`config.mk`:
```
export PLATFORM = sky130hd
export DESIGN_NAME = multi_enable_intc
export DESIGN_NICKNAME = d
export VERILOG_FILES = /design/src/rtl/intc_pkg.sv /design/src/rtl/intc_regfile.sv /design/src/rtl/intc_enable_map.sv /design/src/rtl/intc_arbiter.sv /design/src/rtl/multi_enable_intc.sv
export SDC_FILE = /design/constraint.sdc
export NUM_CORES = 1
export LEC_CHECK = 0
export ABC_AREA = 0
export CAP_MARGIN = 10
export CORE_MARGIN = 5
export CORE_UTILIZATION = 62
export DETAILED_ROUTE_END_ITERATION = 7
export DONT_BUFFER_PORTS = 1
export GPL_ROUTABILITY_DRIVEN = 0
export PLACE_DENSITY = 0.78
export SYNTH_ARGS = -nofsm -noshare
export SYNTH_HDL_FRONTEND = slang
export SYNTH_SLANG_ARGS = --single-unit
```
`constraint.sdc`:
```
create_clock -name clk_i -period 2.66 [get_ports clk_i]
set_input_delay 0.532 -clock clk_i [delete_from_list [all_inputs] [get_ports clk_i]]
set_output_delay 0.532 -clock clk_i [all_outputs]
set_load 0.05 [all_outputs]
```
`src/rtl/intc_pkg.sv`:
```
package intc_pkg;

    typedef enum logic {
        IRQ_IDLE   = 1'b0,
        IRQ_RAISED = 1'b1
    } irq_state_e;

    localparam int unsigned PHYS_BITS = 29;

    // A reference address of 0 means "no such address".
    function automatic logic addr_hit(input logic [31:0] addr, input logic [31:0] ref_addr);
        return (ref_addr != 32'd0) && (addr[PHYS_BITS-1:0] == ref_addr[PHYS_BITS-1:0]);
    endfunction

endpackage

```
`src/rtl/intc_regfile.sv`:
```
module intc_regfile
    import intc_pkg::*;
#(
    parameter int NREG  = 3,
    parameter int REG_W = 8,
    parameter logic [NREG-1:0][31:0] SET_ADDR = '0,
    parameter logic [NREG-1:0][31:0] CLR_ADDR = '0
) (
    input  logic                        clk_i,
    input  logic                        rst_ni,
    input  logic [31:0]                 addr_i,
    input  logic                        wr_en_i,
    input  logic [REG_W-1:0]            wdata_i,
    output logic [NREG-1:0][REG_W-1:0]  regs_o,
    output logic [REG_W-1:0]            rdata_o
);

    logic [NREG-1:0] set_hit;
    logic [NREG-1:0] clr_hit;

    for (genvar r = 0; r < NREG; r++) begin : g_reg
        localparam bit HAS_CLR = (CLR_ADDR[r] != 32'd0);

        assign set_hit[r] = addr_hit(addr_i, SET_ADDR[r]);
        assign clr_hit[r] = addr_hit(addr_i, CLR_ADDR[r]);

        always_ff @(posedge clk_i) begin
            if (!rst_ni) begin
                regs_o[r] <= '0;
            end else if (wr_en_i && set_hit[r]) begin
                if (HAS_CLR) regs_o[r] <= regs_o[r] | wdata_i;
                else         regs_o[r] <= wdata_i;
            end else if (wr_en_i && clr_hit[r]) begin
                regs_o[r] <= regs_o[r] & ~wdata_i;
            end
        end
    end

    always_comb begin
        rdata_o = '0;
        for (int r = 0; r < NREG; r++) begin
            if (set_hit[r] || clr_hit[r]) rdata_o = rdata_o | regs_o[r];
        end
    end

endmodule

```
`src/rtl/intc_enable_map.sv`:
```
module intc_enable_map #(
    parameter int NSRC  = 8,
    parameter int IDW   = 3,
    parameter int REG_W = 8,
    parameter int NMASK = 2,
    parameter int NPRIO = 1,
    parameter int FW    = 4,
    parameter logic [NMASK*REG_W-1:0][IDW-1:0]    MASK_MAP = '0,
    parameter logic [NPRIO*(REG_W/FW)-1:0][IDW-1:0] PRIO_MAP = '0
) (
    input  logic [NMASK+NPRIO-1:0][REG_W-1:0] regs_i,
    input  logic [NSRC-1:0]                   src_i,
    output logic [NSRC-1:0]                   pend_o
);

    localparam int NFLD = REG_W / FW;

    assign pend_o[0] = 1'b0;

    for (genvar s = 1; s < NSRC; s++) begin : g_src
        logic all_on;

        always_comb begin
            all_on = 1'b1;
            for (int j = 0; j < NMASK*REG_W; j++) begin
                if (MASK_MAP[j] == IDW'(s))
                    all_on = all_on & regs_i[j / REG_W][REG_W-1-(j % REG_W)];
            end
            for (int p = 0; p < NPRIO*NFLD; p++) begin
                if (PRIO_MAP[p] == IDW'(s))
                    all_on = all_on &
                        (|regs_i[NMASK + p / NFLD][(NFLD-1-(p % NFLD))*FW +: FW]);
            end
        end

        assign pend_o[s] = src_i[s] & all_on;
    end

endmodule

```
`src/rtl/intc_arbiter.sv`:
```
module intc_arbiter #(
    parameter int NSRC = 8,
    parameter int VW   = 8,
    parameter logic [NSRC-1:0][VW-1:0] VECTORS = '0
) (
    input  logic [NSRC-1:0] pend_i,
    input  logic [3:0]      imask_i,
    output logic            vec_valid_o,
    output logic [VW-1:0]   vec_o
);

    always_comb begin
        vec_o = '0;
        for (int i = NSRC-1; i >= 0; i--) begin
            if (pend_i[i]) vec_o = VECTORS[i];
        end
        vec_valid_o = (|pend_i) && (imask_i != 4'hF);
    end

endmodule

```
`src/rtl/multi_enable_intc.sv`:
```
module multi_enable_intc
    import intc_pkg::*;
#(
    parameter int NSRC  = 8,
    parameter int REG_W = 8,
    parameter int NMASK = 2,
    parameter int NPRIO = 1,
    parameter int FW    = 4,
    parameter int VW    = 8,
    localparam int IDW  = $clog2(NSRC),
    localparam int NREG = NMASK + NPRIO,
    localparam int NFLD = REG_W / FW,
    parameter logic [NMASK*REG_W-1:0][IDW-1:0] MASK_MAP = {
        3'd0, 3'd0, 3'd0, 3'd0, 3'd0, 3'd0, 3'd5, 3'd3,
        3'd0, 3'd7, 3'd6, 3'd5, 3'd4, 3'd3, 3'd2, 3'd1},
    parameter logic [NPRIO*NFLD-1:0][IDW-1:0] PRIO_MAP = {3'd7, 3'd3},
    parameter logic [NSRC-1:0][VW-1:0] VECTORS = {
        8'h78, 8'h70, 8'h68, 8'h60, 8'h58, 8'h50, 8'h48, 8'h40},
    parameter logic [NREG-1:0][31:0] SET_ADDR = {32'h80, 32'h44, 32'h40},
    parameter logic [NREG-1:0][31:0] CLR_ADDR = {32'h00, 32'h64, 32'h60}
) (
    input  logic             clk_i,
    input  logic             rst_ni,
    input  logic [31:0]      addr_i,
    input  logic             wr_en_i,
    input  logic [REG_W-1:0] wdata_i,
    output logic [REG_W-1:0] rdata_o,
    input  logic [NSRC-1:0]  src_i,
    input  logic [3:0]       imask_i,
    output logic             irq_o,
    output logic             vec_valid_o,
    output logic [VW-1:0]    vec_o
);

    logic [NREG-1:0][REG_W-1:0] regs;
    logic [NSRC-1:0]            pend;
    irq_state_e                 state_q, state_d;

    intc_regfile #(
        .NREG(NREG), .REG_W(REG_W), .SET_ADDR(SET_ADDR), .CLR_ADDR(CLR_ADDR)
    ) u_regs (
        .clk_i(clk_i), .rst_ni(rst_ni), .addr_i(addr_i), .wr_en_i(wr_en_i),
        .wdata_i(wdata_i), .regs_o(regs), .rdata_o(rdata_o)
    );

    intc_enable_map #(
        .NSRC(NSRC), .IDW(IDW), .REG_W(REG_W), .NMASK(NMASK), .NPRIO(NPRIO),
        .FW(FW), .MASK_MAP(MASK_MAP), .PRIO_MAP(PRIO_MAP)
    ) u_map (
        .regs_i(regs), .src_i(src_i), .pend_o(pend)
    );

    intc_arbiter #(
        .NSRC(NSRC), .VW(VW), .VECTORS(VECTORS)
    ) u_arb (
        .pend_i(pend), .imask_i(imask_i), .vec_valid_o(vec_valid_o), .vec_o(vec_o)
    );

    // State register
    always_ff @(posedge clk_i) begin
        if (!rst_ni) state_q <= IRQ_IDLE;
        else         state_q <= state_d;
    end

    // Next state
    always_comb begin
        state_d = state_q;
        unique case (state_q)
            IRQ_IDLE:   if (|pend)  state_d = IRQ_RAISED;
            IRQ_RAISED: if (~|pend) state_d = IRQ_IDLE;
            default:    state_d = IRQ_IDLE;
        endcase
    end

    // Outputs
    always_comb begin
        irq_o = (state_q == IRQ_RAISED);
    end

endmodule

```
==> impl_metrics.tcl <==
set metrics [dict create \
    status "complete, no violations" \
    synth_area_um2 1500 \
    start_util 0.667 \
    die_h_um 59.3 \
    nNetsFinal 237 \
    synth_xor_area_frac 0 \
    antenna_found_initial 0 \
    grt-ovfl-total 0 \
    reg2regPathDepth 4 \
    worst_pin_slew_ps 750 \
    total_power_mw 0.588 \
    synth_seq_cells 25 \
    path_clk_slew_ps 150 \
    min_path_cells 1 \
    p_int_mw 0.440 \
    timing.fmax_mhz 396 \
    switching_share 0.252 \
    ir_drop_uv 392 \
    tns_ps 0 \
    maxCapViolations 0 \
    drv_slew 0 \
    grt_pass1_vias 1452 \
    viasPerCell 7.52 \
    grt_max_degree 26 \
    firstDrtPassIters 4 \
    h-tree-depth 1 \
    syn_avg_cell_area_um2 8.50 \
    cts_tree "built" \
    pwr_density_cell_nw_per_um2 339 \
    rsz0062_at_grt "yes" \
    row_count 17 \
    finalHoldViolations 0 \
    slew_headroom 0.499 \
    ys_warn_count 0 \
    seq_area_frac_synth 0.333 \
    clk_latency_ps 330 \
    async_flop_share 0 \
    synth_mux_area_frac 0 \
    fp.dieW_um 59.3 \
    grt_pass1_wl_mm 6.84 \
    synth_edf_count 0 \
    vias 1571 \
    clockPowerShare 0.309 \
    synth_top_family_by_area "compound AO/OA/AOI/OAI gates" \
    synth_compound_area_frac 0.329 \
    skew_ps 3.02 \
    setup_viol 0 \
    dieArea_um2 3510 \
    p_leak_nw 0.505 \
    root_buffer "clkbuf_4" \
    drive_above_1_share 0.204 \
    synthSimpleGateAreaFrac 0.270 \
    avgRoutedWirePerCell_um 21.0 \
    path_class "reg2out" \
    path_max_fanout 3 \
    numCtsBuffers 3 \
    grt_util_all_layers 0.249 \
    stdcell_count 209 \
    rrSetupSlack_ps 1120 \
    post-route-period-util 0.950 \
    power_frac_comb 0.054 \
    num_antenna_cells 0 \
    ys.flop_type "dfxtp_1" \
    boundaryPins 73 \
    switching_power_mw 0.148 \
    fillers 167 \
    drc 0 \
    post-cts-setup-buffers 0 \
    p_seq_frac 0.637 \
    setup_ws_ps 134 \
    routed_wl_mm 4.39 \
    utilization 0.770 \
    drt_iter0_drc 89 \
    period_minus_slack_ps 2530 \
    startpoint_type "flop" \
    area_growth_pct 15.5 \
    hpwl_mm 3.45 \
    dp_worst_setup_slack_ps 174 \
    ant_nets 0 \
    clock_path_buffers 2 \
    end_kind "output port" \
    clock-sinks 25 \
    core-area_um2 2250 \
    postSynthCellCount 177 \
    synth_fa_ha_area_frac 0 \
    ys_types 36 \
    place_inst 205 \
    hold_class "in2reg" \
    io_buffers 0 \
    required_ps 2130 \
    crit_arrival_ps 1990 \
]
==> cell usage after synthesis, types with 8 or more instances <==
cell | n | share of area
a22oi_1 | 8 | 0.040
o21ai_0 | 9 | 0.030
a31oi_1 | 8 | 0.033
nand3_1 | 11 | 0.037
a41oi_1 | 9 | 0.052
a311oi_1 | 16 | 0.093
dfxtp_1 | 25 | 0.33
a21oi_1 | 17 | 0.057
nand2_1 | 15 | 0.037
buf_2 | 8 | 0.027
==> metal layers <==
metal / share of wire / wire, um / track usage / up-vias
met5: 0 / 0 / 0 / -
met2: 0.50 / 2180 / 0.423 / 89
met3: 0.094 / 414 / 0.0632 / 4
met4: 0.0039 / 17 / 0.0485 / 0
met1: 0.40 / 1780 / 0.318 / 758
li1: - / - / - / 720
==> logic make-up (layout without fill, tap and decap cells) <==
| group | after synthesis | after routing |
|---|---|---|
| compound gates | 71 | 71 |
| simple gates | 60 | 60 |
| flops | 25 | 25 |
| buf+inv | 20 | 21 |
| other cells | 1 | 4 |
==> timing repair <==
item / in CTS / in global routing
endpoints found under the setup margin: 0 / 2
gates resized for setup: 0 / 1
hold buffers: 0 / 0
==> area by class of cell <==
| type | count | area, um2 | share of cell area |
|---|---|---|---|
| multi-input combinational | 135 | 951 | 0.548 |
| sequential | 25 | 500 | 0.288 |
| timing repair buffer | 15 | 213 | 0.122 |
| tap | 28 | 35.0 | 0.0202 |
| clock buffer | 3 | 22.5 | 0.0130 |
| clock inverter | 1 | 7.51 | 0.00432 |
| inverter | 2 | 7.51 | 0.00432 |
==> cell usage in the layout (no fill, tap or decap), types with 3 or more instances in the layout <==
cell type  count
a21oi_1        9
a21oi_2        8
a22oi_1        8
a311oi_1      16
a31oi_1        8
a41oi_1        9
and2_1         3
and4_1         5
buf_12         8
buf_4          7
clkbuf_4       3
conb_1         4
dfxtp_1       25
nand2_1       15
nand3_1       11
nor2_1         5
nor4_2         6
o21ai_0        9
==> critical path, cell delays in order, from the launching register on <==
cell     delay [ps]
dfxtp_1         370
nor4_1          410
o21ai_0         240
nor3_1          350
inv_1           310
==> power groups by stage <==
stage	registers, mW	clock network (mW)	logic [mW]
final	0.375	0.182	0.0317
after global placement	0.383	0	0.0304
after CTS	0.375	0.178	0.0310
after detailed placement	0.383	0	0.0311
after floorplan	0.383	0	0.0366
after global routing	0.375	0.198	0.0334
==> path summary, 6_finish.rpt <==
path                                                startpoint                        endpoint
worst max-delay path            u_regs.regs_o[16]$_SDFFE_PN0P_                        vec_o[6]
worst min-delay path                                wdata_i[7]                            flop
worst max register to register  u_regs.regs_o[16]$_SDFFE_PN0P_                irq_o$_SDFF_PN0_
worst min register to register  u_regs.regs_o[18]$_SDFFE_PN0P_  u_regs.regs_o[18]$_SDFFE_PN0P_
==> metrics by stage <==
step | instance area (um2) | hold slack (ps)
4_1_cts | 1730 | 292
3_3_place_gp | 1700 | 486
6_report | 1740 | 290
5_1_grt | 1740 | 269
2_1_floorplan | 1550 | 463
3_5_place_dp | 1700 | 501
Note: power is estimated with default switching activity, not from simulation.
